--- config.mk ---
export PLATFORM = sky130hd
export DESIGN_NAME = irq_aggregator
export DESIGN_NICKNAME = d
export VERILOG_FILES = /design/src/rtl/irq_agg_pkg.sv /design/src/rtl/irq_ctrl_regs.sv /design/src/rtl/irq_sticky_bank.sv /design/src/rtl/irq_pin_shaper.sv /design/src/rtl/irq_byte_select.sv /design/src/rtl/irq_aggregator.sv
export SDC_FILE = /design/constraint.sdc
export NUM_CORES = 1
export LEC_CHECK = 0
export CORE_MARGIN = 1.5
export CORE_UTILIZATION = 25
export DETAILED_ROUTE_END_ITERATION = 6
export HOLD_SLACK_MARGIN = 0.02
export PLACE_DENSITY = 0.5
export SYNTH_ARGS = -nofsm -noshare
export SYNTH_HDL_FRONTEND = slang
export SYNTH_SLANG_ARGS = --single-unit
--- constraint.sdc ---
create_clock -name clk -period 1.55 [get_ports clk]
set_clock_uncertainty 0.1 [all_clocks]
set_input_delay 0.155 -clock clk [delete_from_list [all_inputs] [get_ports clk]]
set_output_delay 0.155 -clock clk [all_outputs]
set_load 0.005 [all_outputs]
--- src/rtl/irq_agg_pkg.sv ---
`timescale 1ns/1ps
// Package irq_agg_pkg
// Shared pin-drive mode encoding for the interrupt aggregator.
// Assumes a 2-bit mode field whose codes are fixed by the requirements.
package irq_agg_pkg;
    typedef enum logic [1:0] {
        PIN_OD_ACT_LOW  = 2'b00,
        PIN_OD_ACT_HIGH = 2'b01,
        PIN_PP_ACT_HIGH = 2'b10,
        PIN_PP_ACT_LOW  = 2'b11
    } pin_mode_e;
endpackage

--- src/rtl/irq_ctrl_regs.sv ---
`timescale 1ns/1ps
// Module irq_ctrl_regs
// Holds the source mask and the pin drive mode. Both load on their
// write strobes at the clock edge.
// Assumes: synchronous active-low reset; the mask resets to all-disabled
// and the mode resets to the open-drain active-low style.
module irq_ctrl_regs
    import irq_agg_pkg::*;
#(
    parameter int N_SRC = 64
) (
    input  logic             clk,
    input  logic             rst_n,
    input  logic             mask_wr_en,
    input  logic [N_SRC-1:0] mask_wr_data,
    input  logic             mode_wr_en,
    input  logic [1:0]       mode_wr_data,
    output logic [N_SRC-1:0] mask_q,
    output pin_mode_e        mode_q
);

    // Mask register: replaced whole on each write
    always_ff @(posedge clk) begin
        if (!rst_n)
            mask_q <= '0;
        else if (mask_wr_en)
            mask_q <= mask_wr_data;
    end

    // Mode register: selects the pad drive style
    always_ff @(posedge clk) begin
        if (!rst_n)
            mode_q <= PIN_OD_ACT_LOW;
        else if (mode_wr_en)
            mode_q <= pin_mode_e'(mode_wr_data);
    end

endmodule

--- src/rtl/irq_sticky_bank.sv ---
`timescale 1ns/1ps
// Module irq_sticky_bank
// One sticky monitor flop per source. A gated event sets the bit. A
// per-bit write-1 clear or the global clear resets it. When both reach a
// bit in one cycle, the event wins.
// Assumes: events are single-cycle pulses; the mask comes from a register.
module irq_sticky_bank #(
    parameter int N_SRC = 64
) (
    input  logic             clk,
    input  logic             rst_n,
    input  logic [N_SRC-1:0] evt,
    input  logic [N_SRC-1:0] mask,
    input  logic             clr_en,
    input  logic [N_SRC-1:0] clr_data,
    input  logic             clr_all,
    output logic [N_SRC-1:0] mon_q
);

    logic [N_SRC-1:0] set_vec;
    logic [N_SRC-1:0] kill_vec;

    // Per-bit set and clear requests
    always_comb begin
        set_vec  = evt & mask;
        kill_vec = {N_SRC{clr_all}} | ({N_SRC{clr_en}} & clr_data);
    end

    for (genvar g = 0; g < N_SRC; g++) begin : g_bit
        // Sticky flag: set has priority over clear
        always_ff @(posedge clk) begin
            if (!rst_n)
                mon_q[g] <= 1'b0;
            else if (set_vec[g])
                mon_q[g] <= 1'b1;
            else if (kill_vec[g])
                mon_q[g] <= 1'b0;
        end
    end

endmodule

--- src/rtl/irq_pin_shaper.sv ---
`timescale 1ns/1ps
// Module irq_pin_shaper
// Maps the request level and the drive mode onto pad data and enable.
// Assumes an external tri-state buffer that drives pin_data when pin_oe
// is 1 and floats otherwise. Purely combinational, fed only by flops.
module irq_pin_shaper
    import irq_agg_pkg::*;
(
    input  logic      req,
    input  pin_mode_e mode,
    output logic      pin_data,
    output logic      pin_oe
);

    // Drive-style decode
    always_comb begin
        unique case (mode)
            PIN_OD_ACT_LOW:  begin pin_oe = req;  pin_data = 1'b0; end
            PIN_OD_ACT_HIGH: begin pin_oe = req;  pin_data = 1'b1; end
            PIN_PP_ACT_HIGH: begin pin_oe = 1'b1; pin_data = req;  end
            PIN_PP_ACT_LOW:  begin pin_oe = 1'b1; pin_data = !req; end
            default:         begin pin_oe = 1'b0; pin_data = 1'b0; end
        endcase
    end

endmodule

--- src/rtl/irq_byte_select.sv ---
`timescale 1ns/1ps
// Module irq_byte_select
// Splits a wide vector into bytes and returns the one picked by an index.
// Assumes WIDTH is a multiple of BYTE_W; byte 0 holds the LSBs.
module irq_byte_select #(
    parameter int WIDTH  = 64,
    parameter int BYTE_W = 8,
    localparam int NUM_B = WIDTH / BYTE_W,
    localparam int IDX_W = (NUM_B > 1) ? $clog2(NUM_B) : 1
) (
    input  logic [WIDTH-1:0]  vec,
    input  logic [IDX_W-1:0]  idx,
    output logic [BYTE_W-1:0] byte_out
);

    logic [BYTE_W-1:0] lanes [NUM_B];

    for (genvar b = 0; b < NUM_B; b++) begin : g_lane
        assign lanes[b] = vec[b*BYTE_W +: BYTE_W];
    end

    // Byte multiplexer
    always_comb begin
        byte_out = '0;
        for (int k = 0; k < NUM_B; k++)
            if (idx == IDX_W'(k))
                byte_out = lanes[k];
    end

endmodule

--- src/rtl/irq_aggregator.sv ---
`timescale 1ns/1ps
// Module irq_aggregator (top)
// Gathers N_SRC masked event sources into sticky monitor bits. It raises a
// request while any bit is set and shapes that request for a tri-state pad.
// The monitor is read back one byte at a time.
// Assumes: synchronous active-low reset; single-cycle source pulses.
module irq_aggregator
    import irq_agg_pkg::*;
#(
    parameter int N_SRC  = 64,
    parameter int BYTE_W = 8,
    localparam int NUM_B = N_SRC / BYTE_W,
    localparam int IDX_W = (NUM_B > 1) ? $clog2(NUM_B) : 1
) (
    input  logic              clk,
    input  logic              rst_n,
    input  logic [N_SRC-1:0]  src_evt,
    input  logic              mask_wr_en,
    input  logic [N_SRC-1:0]  mask_wr_data,
    input  logic              mode_wr_en,
    input  logic [1:0]        mode_wr_data,
    input  logic              clr_wr_en,
    input  logic [N_SRC-1:0]  clr_wr_data,
    input  logic              clr_all,
    input  logic [IDX_W-1:0]  rd_idx,
    output logic [BYTE_W-1:0] rd_byte,
    output logic              pin_data,
    output logic              pin_oe
);

    logic [N_SRC-1:0] mask_q;
    logic [N_SRC-1:0] mon_q;
    pin_mode_e        mode_q;
    logic             req;

    irq_ctrl_regs #(.N_SRC(N_SRC)) u_regs (
        .clk          (clk),
        .rst_n        (rst_n),
        .mask_wr_en   (mask_wr_en),
        .mask_wr_data (mask_wr_data),
        .mode_wr_en   (mode_wr_en),
        .mode_wr_data (mode_wr_data),
        .mask_q       (mask_q),
        .mode_q       (mode_q)
    );

    irq_sticky_bank #(.N_SRC(N_SRC)) u_bank (
        .clk      (clk),
        .rst_n    (rst_n),
        .evt      (src_evt),
        .mask     (mask_q),
        .clr_en   (clr_wr_en),
        .clr_data (clr_wr_data),
        .clr_all  (clr_all),
        .mon_q    (mon_q)
    );

    // Request level: any pending monitor bit
    always_comb req = |mon_q;

    irq_pin_shaper u_pin (
        .req      (req),
        .mode     (mode_q),
        .pin_data (pin_data),
        .pin_oe   (pin_oe)
    );

    irq_byte_select #(.WIDTH(N_SRC), .BYTE_W(BYTE_W)) u_rd (
        .vec      (mon_q),
        .idx      (rd_idx),
        .byte_out (rd_byte)
    );

endmodule

---- Yosys cells after proc, flatten, opt, wreduce, memory -nomap -nowiden ----
Index checks and enable logic that the tools add are counted.
word-level totals
  output and inout port bits .............. 10
  logic and storage cells ................. 287
  register bits ........................... 130
  bits of input ports ..................... 203
cells by class
  bitwise logic cells ..................... 3
  reductions and logical operators ........ 70
  muxes and demuxes ....................... 138
  equality and inequality tests ........... 10
operators with widths
  cell                                            number
  bitwise AND 64 bit                              2
  2-to-1 mux 1 bit                                128
  nonzero test 2 bit                              64
  2-to-1 mux 8 bit                                8
  OR 64 bit                                       1
  OR reduction 64 bit                             1
  == test 3 bit (second input constant)           4
  == test 3 x 2 -> 1 bit (second input constant)  2
  == test 2 bit (second input constant)           2
  case mux 1 bit (4 select lines)                 1
  OR reduction 2 bit                              2
  == test 3 x 1 -> 1 bit (second input constant)  1
  zero test 3 bit                                 1
  == test 2 x 1 -> 1 bit (second input constant)  1
  zero test 2 bit                                 1
  case mux 1 bit (2 select lines)                 1
  zero test 1 bit                                 1

---- Longest topological paths before layout ----
  word-level depth ........................ 9
  depth in mapped cells ................... 7
  depth with buffers taken out ............ 5

---- Modules after synthesis ----
Synthesis repeated with hierarchy kept, for this count alone.
second synthesis, totals
  cell total of the unflattened synthesis .. 605
  area total of the unflattened synthesis .. 6120.9 um^2
by module, submodules not included
  module           times used  area an instance (um^2)  cells each  sequential area each (um^2)
  irq_sticky_bank  1           2889.0                   340         1281.2
  irq_ctrl_regs    1           2523.7                   212         1321.3
  irq_byte_select  1           550.5                    29          0.0
  irq_aggregator   1           138.9                    21          0.0
  irq_pin_shaper   1           18.8                     3           0.0

---- Least setup slack after synthesis ----
OpenSTA, ideal clock, no wires.
  path type ............................... reg-to-output
  start ................................... register u_bank.mon_q[34]
  end ..................................... output port pin_data
  setup slack ............................. 62 ps
  required time ........................... 1295 ps
  stages on the path, launching flop included .. 6
  data arrival time ....................... 1233 ps
  buffers on the path ..................... 0
  path through ............................ dfxtp_1 -> nor4_2 -> nand4_1 -> nor4_2 -> nand2b_1 -> xnor2_1
on the way
  cells in the longest elaborated chain, start to end .. 3
ends and longest elaborated chain
  item                               RTL line               text
  start: declaration                 irq_sticky_bank.sv:17  output logic [N_SRC-1:0] mon_q
  start signal: indexed assignment   irq_sticky_bank.sv:33  mon_q[g] <= 1'b0;
  start signal: indexed assignment   irq_sticky_bank.sv:35  mon_q[g] <= 1'b1;
  start signal: indexed assignment   irq_sticky_bank.sv:37  mon_q[g] <= 1'b0;
  OR reduction 64 bit *              irq_aggregator.sv:59   always_comb req = |mon_q;
  zero test 1 bit                    irq_pin_shaper.sv:21   PIN_PP_ACT_LOW: begin pin_oe = 1'b1; pin_data = !req; end
  case mux 1 bit (4 select lines) *  irq_pin_shaper.sv:17   unique case (mode)
  end: declaration                   irq_aggregator.sv:27   output logic pin_data,
Mark *: on every way between the ends. The rest lies on a longest branch, timed or not.

---- Final worst setup path ----
  start ................................... register u_bank.mon_q[50]
  end ..................................... output port pin_data
The elaborated chain is that of the path after synthesis.

==> out/results.ini <==
[place]
dp.final_hpwl_um = 16900
dpl-instance-area_sq_um = 8810
routabilityCongestion = 0.844
port_buffers = 212

[timing]
relSlewSlack_pct = 79.7
grt_setup_unrepaired = yes
final.hold.worst_slack_ps = 70.8
finalSetupViolations = 10
worst_setup_margin_ps = -830
worst_pin_slew_ps = 305
report.final.slew_viol_count = 0
final.min_clock_period_ps = 2380
max_freq_mhz = 420
fin_crit_sh_pct = 154
finalHoldViolations = 0

[global_route]
number_of_antenna_violations_at_the_first_check_in_global_routing = 0
number_of_global_route_vias_before_repair = 5810
maximum_number_of_pins_on_one_net_before_global_route_repair = 72
globalRoute.totalOverflow = 0
wire_length_of_the_first_global_routing_pass_um = 33100
globalRouteTotalUtil_pct = 18.5

[cts]
ctsLongestPathBuffers = 2
cts_made_buffers = 17
post_cts_hold_buffer_count = 0
numClockSinks = 130
cts-htree-levels = 4
ctsRootBufferMaster = clkbuf_16
clk_latency_ps = 420
clock_input_transition_at_the_sequential_cells_of_the_worst_setup_and_hold_paths_ps = 60
tritoncts = built

[routing]
route.vias.total = 5488
detailedRoute.firstPassIterationCount = 6
ant_nets = 0
drc_errors = 0
via_per_inst = 4.72
routed_wl_um = 21900
wire_length_per_cell_um = 18.8
first_iter_violations = 228

[critical_path]
critical_path.max_fanout = 2
worstSetupStartpointType = flop
critPathCaptureType = output port
timing.critical_path.required_ps = 1290
cp.arrival_ps = 2120
setup.worst_path.class = flop to output port
r2r_cells = 4

[min_path]
min_path_cells = 3
worst_hold_path_type = input pin to flop

[layout]
design_area_sq_um = 9770
proportion_of_layout_cells_with_a_drive_suffix_above_1_pct = 23.7
finish.net_count = 1067
antenna_cells = 0
synthesis_to_finish_area_growth_pct = 68.7
fill_cells = 2202
final_core_util_pct = 43.0

[power_and_ir_drop]
power.leakage_nw = 3.91
power.ir.vdd_worst_mv = 0.632
power-per-cell-area_nw_per_um2 = 955

[floorplanning]
die_wd_um = 155
fp.dieArea_sq_um = 24100
coreArea_sq_um = 22700
placement_rows = 55
start_util_pct = 25.5
fp.dieH_um = 155
ioPinCount = 213

[yosys]
post_syn_area_sq_um = 5790
synth_cell_types = 24
ys.warnings.count = 0
synth_fp_nets = 786
synth-seq-cells = 130
avgSynthCellArea_sq_um = 9.94
post_synth_inst_count = 583
synth_seq_area_share_pct = 44.9

[outcome]
outcome = finished with violations
failed_checks = setup timing

[job]
drv.max_cap_violation_count = 0

[cell usage after synthesis (all sizes together)]
cell / count / area share [%]
inv: 1 / 0.065
mux4: 9 / 3.5
buf: 16 / 1.6
o21ai: 14 / 1.2
nand4: 4 / 0.43
mux2i: 73 / 13
and2: 1 / 0.11
a21oi: 7 / 0.60
dfxtp: 130 / 45
mux2: 1 / 0.19
nand2b: 2 / 0.22
o211a: 7 / 1.2
nor2b: 131 / 14
nor4: 17 / 2.2
o211ai: 7 / 0.91
a32oi: 64 / 9.7
xnor2: 1 / 0.15
nand2: 71 / 4.6
clkbuf: 27 / 1.7
[what timing repair did]
item,CTS,global route
endpoints found under the setup margin,10,10
buffers inserted,9,3
pin swaps,13,11
hold endpoints to repair,0,0
gates resized for setup,124,24
[path summary, 6_finish.rpt]
path                                   from                             end  slack [ps]
min reg2reg  u_regs.mask_q[22]$_SDFFE_PN0P_   u_bank.mon_q[22]$_SDFFE_PN0P_         410
min                              mask_wr_en  u_regs.mask_q[28]$_SDFFE_PN0P_          70
max           u_bank.mon_q[50]$_SDFFE_PN0P_                        pin_data        -830
max reg2reg   u_bank.mon_q[25]$_SDFFE_PN0P_   u_bank.mon_q[25]$_SDFFE_PN0P_         440
[state kept, by name, indices dropped and copies added, names as in the netlist]
name	flops
u_regs.mode_q	2
u_regs.mask_q	64
u_bank.mon_q	64
[final cells by class]
class | count | area (sq um) | area share [%]
Clock buffer | 18 | 439 | 4.49
Inverter | 1 | 3.75 | 0.0384
Tap cell | 285 | 357 | 3.65
Multi-Input combinational cell | 409 | 3160 | 32.3
Sequential cell | 130 | 2650 | 27.1
Timing Repair Buffer | 305 | 2980 | 30.5
Clock inverter | 14 | 188 | 1.92
[layer usage]
layer	global-route usage, %	wire length [um]
met5	0	0
met4	6.80	578
met3	4.29	1130
met2	31.6	10700
met1	22.6	9500
[power by group]
group	switching, W	total (W)	internal (W)
sequential	0.000104	0.00361	0.00350
clock	0.00154	0.00427	0.00272
combinational	0.000550	0.00146	0.000913
[through the flow]
step | setup WS [ps] | total power [W] | std cells | TNS (ps)
floorplan | 62.0 | 0.00418 | 583 | 0
global placement | -1000 | 0.00507 | 1122 | -8300
detailed placement | -983 | 0.00509 | 1122 | -8290
CTS | -895 | 0.00944 | 1161 | -4970
global route | -904 | 0.00974 | 1162 | -5270
finish | -830 | 0.00934 | 1162 | -4690
[worst max-delay path, cell delays in order, from the launching register on]
cell and delay (ps):
dfxtp_2 320, nor4_2 250, buf_4 150, nand4_1 140
nor4_2 330, buf_4 180, nand2b_4 110, xnor2_1 100
buf_2 130
[logic make-up (layout without fill, tap and decap cells)]
group	Yosys count	in the layout	share of synthesized area [%]
AOI/OAI and AO/OA	99	99	13.6
xor gates and xnor gates	1	1	0.151
buffers and inverters	44	338	3.37
DFF	130	130	44.9
muxes	83	83	16.3
and+or+nand+nor	226	226	21.7
[cells in the final DEF (no fill, tap or decap), types with 9 or more instances in the layout]
cell type,Yosys,routed
a32oi_1,64,64
buf_2,9,10
buf_4,1,57
buf_6,2,31
clkbuf_16,0,17
clkdlybuf4s50_1,0,198
dfxtp_1,130,93
dfxtp_2,0,37
mux2i_1,73,73
mux4_2,9,9
nand2_1,71,71
nor2b_1,131,131
nor4_2,3,10
o21ai_1,7,9
Note: power is estimated with default switching activity, not from simulation.
